[src/rtl/walk_pkg.sv]
`timescale 1ns/1ps
package walk_pkg;
   typedef enum logic [1:0] {
      ST_IDLE = 2'd0,
      ST_DIR  = 2'd1,
      ST_PTE  = 2'd2,
      ST_RESP = 2'd3
   } walk_state_e;

   localparam int unsigned LVL_N      = 2;
   localparam int unsigned LVL_DIR    = 0;
   localparam int unsigned LVL_PTE    = 1;
   localparam int unsigned STAT_DIR_B = 16;
   localparam int unsigned STAT_PTE_B = 17;
endpackage

[src/rtl/walk_cfg.sv]
`timescale 1ns/1ps
module walk_cfg #(
   parameter int unsigned AW       = 32,
   parameter int unsigned CA_W     = 12,
   parameter int unsigned OFF_EN   = 12'h020,
   parameter int unsigned OFF_BASE = 12'h050,
   parameter int unsigned OFF_CLR  = 12'h004
) (
   input  logic                         clk,
   input  logic                         rst_n,
   input  logic                         we,
   input  logic [CA_W-1:0]              addr,
   input  logic [AW-1:0]                wdata,
   output logic [AW-1:0]                tbl_base,
   output logic                         xlate_en,
   output logic [walk_pkg::LVL_N-1:0]   clr
);
   import walk_pkg::*;

   localparam logic [CA_W-1:0] A_EN   = CA_W'(OFF_EN);
   localparam logic [CA_W-1:0] A_BASE = CA_W'(OFF_BASE);
   localparam logic [CA_W-1:0] A_CLR  = CA_W'(OFF_CLR);

   always_ff @(posedge clk) begin
      if (!rst_n) begin
         tbl_base <= '0;
         xlate_en <= 1'b0;
      end else if (we) begin
         if (addr == A_BASE) tbl_base <= wdata;
         if (addr == A_EN)   xlate_en <= wdata[0];
      end
   end

   always_comb begin
      clr = '0;
      if (we && addr == A_CLR) begin
         clr[LVL_DIR] = wdata[STAT_DIR_B];
         clr[LVL_PTE] = wdata[STAT_PTE_B];
      end
   end
endmodule

[src/rtl/walk_fsm.sv]
`timescale 1ns/1ps
module walk_fsm #(
   parameter int unsigned AW      = 32,
   parameter int unsigned L1_BITS = 12,
   parameter int unsigned L2_BITS = 8,
   parameter int unsigned ACI_LSB = 4,
   parameter int unsigned ACI_W   = 4
) (
   input  logic                        clk,
   input  logic                        rst_n,
   input  logic [AW-1:0]               tbl_base,
   input  logic                        xlate_en,
   input  logic                        req_valid,
   output logic                        req_ready,
   input  logic [AW-1:0]               req_va,
   output logic                        rsp_done,
   output logic                        rsp_fault,
   output logic [AW-1:0]               rsp_pa,
   output logic [ACI_W-1:0]            rsp_aci,
   output logic                        mem_req,
   output logic [AW-1:0]               mem_addr,
   input  logic                        mem_valid,
   input  logic [AW-1:0]               mem_rdata,
   output logic [walk_pkg::LVL_N-1:0]  flt_evt,
   output logic [AW-1:0]               flt_va
);
   import walk_pkg::*;

   localparam int unsigned ENT_LG2 = 2;
   localparam int unsigned OFF_W   = AW - L1_BITS - L2_BITS;
   localparam int unsigned L2_LSB  = OFF_W;
   localparam int unsigned L1_LSB  = OFF_W + L2_BITS;
   localparam int unsigned PT_LSB  = L2_BITS + ENT_LG2;
   localparam logic [AW-1:0] PT_MASK = ~((AW'(1) << PT_LSB) - AW'(1));

   walk_state_e           st_q;
   logic [AW-1:0]         va_q, pt_q, pa_q;
   logic [ACI_W-1:0]      aci_q;
   logic                  flt_q;
   logic [L1_BITS-1:0]    idx1;
   logic [L2_BITS-1:0]    idx2;
   logic                  dir_ok, pte_ok;

   assign idx1   = va_q[L1_LSB +: L1_BITS];
   assign idx2   = va_q[L2_LSB +: L2_BITS];
   assign dir_ok = (mem_rdata[1:0] == 2'b01);
   assign pte_ok = mem_rdata[1];

   always_ff @(posedge clk) begin
      if (!rst_n) begin
         st_q  <= ST_IDLE;
         va_q  <= '0;
         pt_q  <= '0;
         pa_q  <= '0;
         aci_q <= '0;
         flt_q <= 1'b0;
      end else begin
         unique case (st_q)
            ST_IDLE: if (req_valid) begin
               va_q  <= req_va;
               flt_q <= 1'b0;
               aci_q <= '0;
               if (xlate_en) begin
                  pa_q <= '0;
                  st_q <= ST_DIR;
               end else begin
                  pa_q <= req_va;
                  st_q <= ST_RESP;
               end
            end
            ST_DIR: if (mem_valid) begin
               if (dir_ok) begin
                  pt_q <= mem_rdata & PT_MASK;
                  st_q <= ST_PTE;
               end else begin
                  flt_q <= 1'b1;
                  st_q  <= ST_RESP;
               end
            end
            ST_PTE: if (mem_valid) begin
               if (pte_ok) begin
                  pa_q  <= {mem_rdata[AW-1:OFF_W], va_q[OFF_W-1:0]};
                  aci_q <= mem_rdata[ACI_LSB +: ACI_W];
               end else begin
                  flt_q <= 1'b1;
               end
               st_q <= ST_RESP;
            end
            ST_RESP: st_q <= ST_IDLE;
            default: st_q <= ST_IDLE;
         endcase
      end
   end

   always_comb begin
      req_ready = (st_q == ST_IDLE);
      mem_req   = (st_q == ST_DIR) || (st_q == ST_PTE);
      if (st_q == ST_PTE) mem_addr = pt_q + (AW'(idx2) << ENT_LG2);
      else                mem_addr = tbl_base + (AW'(idx1) << ENT_LG2);
      rsp_done  = (st_q == ST_RESP);
      rsp_fault = flt_q;
      rsp_pa    = pa_q;
      rsp_aci   = aci_q;
      flt_evt          = '0;
      flt_evt[LVL_DIR] = (st_q == ST_DIR) && mem_valid && !dir_ok;
      flt_evt[LVL_PTE] = (st_q == ST_PTE) && mem_valid && !pte_ok;
      flt_va    = va_q;
   end

   // a done pulse never stretches to a second cycle
   a_r9_done_single: assert property (@(posedge clk) disable iff (!rst_n)
      rsp_done |=> !rsp_done);
   // accepting a request closes the door to the next one
   a_r9_busy_after_accept: assert property (@(posedge clk) disable iff (!rst_n)
      (req_valid && req_ready) |=> !req_ready);
   // an unanswered read keeps its request and address
   a_r3_hold_read: assert property (@(posedge clk) disable iff (!rst_n)
      (mem_req && !mem_valid) |=> (mem_req && $stable(mem_addr)));
   // a first-level fault never leads to a second read
   a_r4_no_second_read: assert property (@(posedge clk) disable iff (!rst_n)
      flt_evt[LVL_DIR] |=> (!mem_req && rsp_done && rsp_fault));
endmodule

[src/rtl/walk_faults.sv]
`timescale 1ns/1ps
module walk_faults #(
   parameter int unsigned AW         = 32,
   parameter int unsigned NLVL       = 2,
   parameter bit          KEEP_FIRST = 1'b1
) (
   input  logic                      clk,
   input  logic                      rst_n,
   input  logic [NLVL-1:0]           evt,
   input  logic [AW-1:0]             evt_va,
   input  logic [NLVL-1:0]           clr,
   output logic [NLVL-1:0]           flag,
   output logic [NLVL-1:0][AW-1:0]   err_va
);
   for (genvar g = 0; g < NLVL; g++) begin : g_lvl
      always_ff @(posedge clk) begin
         if (!rst_n)      flag[g] <= 1'b0;
         else if (evt[g]) flag[g] <= 1'b1;
         else if (clr[g]) flag[g] <= 1'b0;
      end

      if (KEEP_FIRST) begin : g_first
         always_ff @(posedge clk) begin
            if (!rst_n)                            err_va[g] <= '0;
            else if (evt[g] && (!flag[g] || clr[g])) err_va[g] <= evt_va;
         end
         // a held capture is not overwritten by a later fault
         a_r11_keep_first: assert property (@(posedge clk) disable iff (!rst_n)
            (flag[g] && !clr[g]) |=> $stable(err_va[g]));
      end else begin : g_last
         always_ff @(posedge clk) begin
            if (!rst_n)      err_va[g] <= '0;
            else if (evt[g]) err_va[g] <= evt_va;
         end
      end

      // every fault event leaves its status bit set
      a_r4_r7_flag_set: assert property (@(posedge clk) disable iff (!rst_n)
         evt[g] |=> flag[g]);
      // a bit only rises because of a fault event
      a_r8_rise_cause: assert property (@(posedge clk) disable iff (!rst_n)
         $rose(flag[g]) |-> $past(evt[g]));
   end
endmodule

[src/rtl/iova_walker.sv]
`timescale 1ns/1ps
module iova_walker #(
   parameter int unsigned AW         = 32,
   parameter int unsigned CA_W       = 12,
   parameter int unsigned L1_BITS    = 12,
   parameter int unsigned L2_BITS    = 8,
   parameter int unsigned ACI_LSB    = 4,
   parameter int unsigned ACI_W      = 4,
   parameter bit          KEEP_FIRST = 1'b1
) (
   input  logic              clk,
   input  logic              rst_n,
   input  logic              cfg_we,
   input  logic [CA_W-1:0]   cfg_addr,
   input  logic [31:0]       cfg_wdata,
   input  logic              req_valid,
   output logic              req_ready,
   input  logic [31:0]       req_va,
   output logic              rsp_done,
   output logic              rsp_fault,
   output logic [31:0]       rsp_pa,
   output logic [ACI_W-1:0]  rsp_aci,
   output logic              mem_req,
   output logic [31:0]       mem_addr,
   input  logic              mem_valid,
   input  logic [31:0]       mem_rdata,
   output logic [31:0]       fault_status,
   output logic [31:0]       err_va_l1,
   output logic [31:0]       err_va_l2,
   output logic              irq
);
   import walk_pkg::*;

   if (AW != 32) begin : g_bad_aw
      $error("iova_walker: address width must be 32");
   end
   if (L1_BITS + L2_BITS >= AW) begin : g_bad_split
      $error("iova_walker: index fields leave no page offset");
   end
   if (ACI_LSB + ACI_W > AW - L1_BITS - L2_BITS) begin : g_bad_aci
      $error("iova_walker: access index overlaps the page frame");
   end

   logic [AW-1:0]            tbl_base;
   logic                     xlate_en;
   logic [LVL_N-1:0]         clr, evt, flag;
   logic [AW-1:0]            evt_va;
   logic [LVL_N-1:0][AW-1:0] err_va;

   walk_cfg #(.AW(AW), .CA_W(CA_W)) u_cfg (
      .clk(clk), .rst_n(rst_n), .we(cfg_we), .addr(cfg_addr),
      .wdata(cfg_wdata), .tbl_base(tbl_base), .xlate_en(xlate_en), .clr(clr)
   );

   walk_fsm #(.AW(AW), .L1_BITS(L1_BITS), .L2_BITS(L2_BITS),
              .ACI_LSB(ACI_LSB), .ACI_W(ACI_W)) u_fsm (
      .clk(clk), .rst_n(rst_n), .tbl_base(tbl_base), .xlate_en(xlate_en),
      .req_valid(req_valid), .req_ready(req_ready), .req_va(req_va),
      .rsp_done(rsp_done), .rsp_fault(rsp_fault), .rsp_pa(rsp_pa),
      .rsp_aci(rsp_aci), .mem_req(mem_req), .mem_addr(mem_addr),
      .mem_valid(mem_valid), .mem_rdata(mem_rdata),
      .flt_evt(evt), .flt_va(evt_va)
   );

   walk_faults #(.AW(AW), .NLVL(LVL_N), .KEEP_FIRST(KEEP_FIRST)) u_flt (
      .clk(clk), .rst_n(rst_n), .evt(evt), .evt_va(evt_va), .clr(clr),
      .flag(flag), .err_va(err_va)
   );

   always_comb begin
      fault_status             = '0;
      fault_status[STAT_DIR_B] = flag[LVL_DIR];
      fault_status[STAT_PTE_B] = flag[LVL_PTE];
      err_va_l1                = err_va[LVL_DIR];
      err_va_l2                = err_va[LVL_PTE];
      irq                      = |flag;
   end

   // a faulted walk leaves a status bit behind at its done pulse
   a_r7_fault_has_status: assert property (@(posedge clk) disable iff (!rst_n)
      (rsp_done && rsp_fault) |-> (irq && (fault_status[STAT_DIR_B] || fault_status[STAT_PTE_B])));
   // a walk that never read memory reports no fault
   a_r2_no_fault_without_read: assert property (@(posedge clk) disable iff (!rst_n)
      (rsp_done && !$past(mem_req)) |-> !rsp_fault);
endmodule

[config.mk]
export PLATFORM = sky130hd
export DESIGN_NAME = iova_walker
export DESIGN_NICKNAME = d
export VERILOG_FILES = /design/src/rtl/walk_pkg.sv /design/src/rtl/walk_cfg.sv /design/src/rtl/walk_fsm.sv /design/src/rtl/walk_faults.sv /design/src/rtl/iova_walker.sv
export SDC_FILE = /design/constraint.sdc
export NUM_CORES = 1
export LEC_CHECK = 0
export BUFFER_PORTS_ARGS = -buffer_cell sky130_fd_sc_hd__buf_2
export CORE_UTILIZATION = 50
export CTS_BUF_LIST = sky130_fd_sc_hd__clkbuf_16
export DETAILED_ROUTE_END_ITERATION = 7
export PLACE_DENSITY = 0.83
export SYNTH_ARGS = -nofsm -noshare
export SYNTH_HDL_FRONTEND = slang
export SYNTH_SLANG_ARGS = --single-unit
[constraint.sdc]
create_clock -name clk -period 5.7 [get_ports clk]
set_input_delay 0.57 -clock clk [delete_from_list [all_inputs] [get_ports clk]]
set_output_delay 0.57 -clock clk [all_outputs]
set_load 0.01 [all_outputs]
==> results.tsv <==
stage	metric	value	unit
synthesis	post-synthesis mux area share	0.07525	
setup_path	startpoint types	flop	
timing	Slew Viols, Final	0	
cts	Post-CTS Hold Buffers	0	
placement	Placed Instances	1515	
finish	synth-to-layout area growth	19.63	%
timing	Final Hold Viols	0	
floorplan	# IOs	282	
power_and_ir_drop	Leakage	5.083	nW
floorplan	full die area	19000	um^2
detailed_routing	vias per cell	5.385	
synthesis	Simple-Gate Fraction of Synth Area	0.2188	
setup_path	critical path class	reg2out	
grt	first-pass GRT wire length	38.85	mm
synthesis	complex-gate fraction of the synthesized area	0.1759	
detailed_routing	Antenna Nets Post-Route	0	
timing	crit path time final	3866	ps
cts	clock-pin slew of the registers on the worst-case setup and hold paths	70	ps
timing	Final WS setup	1834	ps
placement	PortBufs	247	
cts	clk buf depth	2	
detailed_routing	final WL	25.72	mm
cts	setup repair bufs after CTS	0	
synthesis	top cells by count, synth	354 x nand2_1, 192 x dfxtp_1, 78 x a21boi_0	
finish	ratio of cells with drive above 1 in the final layout	0.2314	
grt	number of global-route vias before repair	7511	
grt	GRT overflow	0	
setup_path	endpoint type of the worst setup path	output port	
finish	Final Net Count	1435	
detailed_routing	DR iter-0 viols	620	
cts	CTS Buf Count	17	
synthesis	largest family of logic cells by synthesized area	simple AND/OR/NAND/NOR gates	
synthesis	yosys synthesis warning count	0	
timing	Final setup viols	0	
placement	hpwl dp	18.37	mm
placement	Post-Place Worst Slack	2352	ps
synthesis	Post-Syn Instances	1106	
setup_path	WP data arrival	3300	ps
detailed_routing	DRC Markers	0	
floorplan	row count	49	
synthesis	number of synthesized flops with an enable pin	0	
floorplan	die height	137.9	um
setup_path	Crit Path Max Fanout	9	
synthesis	Synth async-reset ratio	0	
power_and_ir_drop	VDD IR max	0.0002275	V
timing	fmax	0.2587	GHz
synthesis	Mapped Area	9228	um^2
synthesis	Netlist cell types	52	
synthesis	Seq/Total Area, Yosys	0.4165	
synthesis	most common flop cell mapped by yosys	dfxtp_1	
timing	final setup TNS	0	ps
placement	Post-DP Area	10430	um^2
detailed_routing	detailed-route via count	8369	
setup_path	Worst EP required	5130	ps
cts	Skew-Pair Late Insertion Delay	430	ps
synthesis	xor/xnor share of the synthesized area	0.02563	
timing	Slew headroom	0.2900	
finish	non-filler cells, final	1554	
grt	initial antenna violation count	7	
cts	H-Tree Depth	4	
timing	Worst Tran Pin Value	1062	ps
grt	total track usage	0.2683	
timing	final worst path period share	0.6783	
detailed_routing	DR pass1 iterations	5	
cts	CTS Sinks	192	
grt	largest net degree at the start of global routing	155	
synthesis	Mapped Avg Cell Area	8.343	um^2
flow_run	Max-Cap Viols	0	
finish	filler instances	1594	
power_and_ir_drop	total power divided by cell area	359.3	nW/um^2
synthesis	Synth Area in Adders	0.02386	
status	outcome	finished clean	
timing	Worst Skew	11.84	ps
synthesis	most common cell in the netlist	nand2_1	
synthesis	Yosys top cell area share	0.4165	
placement	Placer Congestion	0.9139	
cts	CTS tree	done	
floorplan	Die Span X	137.9	um
timing	RSZ-0062 raised after global routing	no	
detailed_routing	Wirelength per Cell	16.55	um
hold_path	Hold Path Class	in2reg	
cts	Root Buffer	clkbuf_16	
finish	cell area after layout	11040	um^2
synthesis	Area contributors post-synth	dfxtp_1 42%, nand2_1 14%, mux2i_1 7.2%, a21boi_0 6.3%, o211a_1 3.6%	
synthesis	Synth area leader	dfxtp_1	
synthesis	flops & latches, synth	192	
cts	post_cts resized	0	
floorplan	Core ar.	18020	um^2
floorplan	Initial Util	0.5119	
path summary, 6_finish.rpt:
| kind | from | to | slack [ps] | cells past startpoint |
|---|---|---|---|---|
| max | u_cfg.tbl_base[2]$_SDFFE_PN0P_ | mem_addr[22] | 1830 | 9 |
| min | cfg_wdata[22] | u_cfg.tbl_base[22]$_SDFFE_PN0P_ | 370 | 3 |
| max reg2reg | u_fsm.st_q[0]$_SDFFE_PN0P_ | u_fsm.rsp_fault$_SDFFE_PN0P_ | 2970 | 8 |
| min reg2reg | u_flt.err_va[29]$_SDFFE_PN0P_ | u_flt.err_va[29]$_SDFFE_PN0P_ | 450 | 2 |
sequential cells by signal, summed over array words and instances, names as in the netlist, 2 cells and up:
register / flops
u_fsm.pt_q: 22
u_fsm.flt_va: 32
u_flt.err_va: 64
u_flt.flag: 2
u_fsm.rsp_pa: 32
u_fsm.rsp_aci: 4
u_cfg.tbl_base: 32
u_fsm.st_q: 2
metrics by stage:
| stage | utilization | hold WS, ps | power (W) |
|---|---|---|---|
| 6_report | 0.6125 | 367.1 | 0.003967 |
| 5_1_grt | 0.6122 | 373.5 | 0.004167 |
| 4_1_cts | 0.6115 | 362.1 | 0.003970 |
| 3_5_place_dp | 0.5785 | 443.6 | 0.002768 |
| 3_3_place_gp | 0.5785 | 440.3 | 0.002744 |
| 2_1_floorplan | - | 438.9 | 0.002406 |
worst max-delay path, cell delays in order (launching register included):
cell,delay (ps)
dfxtp_1,330
ha_1,220
fa_1,400
a21oi_1,270
o211ai_1,210
a21oi_1,720
nor3_1,170
xnor2_1,170
o21ai_0,210
buf_2,180
placed cells by master (no fill, tap or decap), types with 7 or more instances in the layout:
cell	count
o211a_1	33
o21ai_1	13
ha_1	15
conb_1	30
a21boi_1	17
nor3_1	9
buf_4	9
a21boi_0	78
nor2b_1	7
o21ai_0	20
nor3b_1	33
nand3_1	12
clkbuf_16	17
nor2_1	12
a21oi_1	48
diode_2	7
dfxtp_1	192
mux2i_1	66
buf_2	246
inv_1	11
xnor2_1	23
nand2_1	354
logic make-up (layout without fill, tap and decap cells):
| group | Yosys count | count (layout) |
|---|---|---|
| flip-flops | 192 | 192 |
| other | 1 | 37 |
| AO/OA/AOI/OAI | 229 | 229 |
| adder cells (fa/ha/maj) | 17 | 17 |
| AND/OR/NAND/NOR | 455 | 455 |
| XOR/XNOR | 27 | 27 |
| multiplexers | 69 | 69 |
| buffers and inverters | 116 | 299 |
layout make-up:
class / instances / area (um^2) / area share
Clock inverter: 15 / 168.9 / 0.01530
Sequential cell: 192 / 3844 / 0.3482
Inverter: 11 / 41.29 / 0.003740
Timing Repair Buffer: 256 / 1310 / 0.1187
Tap cell: 229 / 286.5 / 0.02595
Antenna cell: 7 / 17.52 / 0.001587
Clock buffer: 17 / 425.4 / 0.03854
Multi-Input combinational cell: 827 / 4946 / 0.4480
where the power goes:
group          switching (W)  leakage, nW  internal [W]
clock network       0.000586        0.292      0.000628
logic               0.000725         3.23      0.000431
registers           0.000104         1.56       0.00149
layer usage:
layer,GRT usage,vias up,part of all wire
li1,-,4071,-
met1,0.3464,3919,0.44
met2,0.4314,329,0.46
met3,0.06067,50,0.068
met4,0.1087,0,0.031
met5,0,-,0
Note: power is estimated with default switching activity, not from simulation.
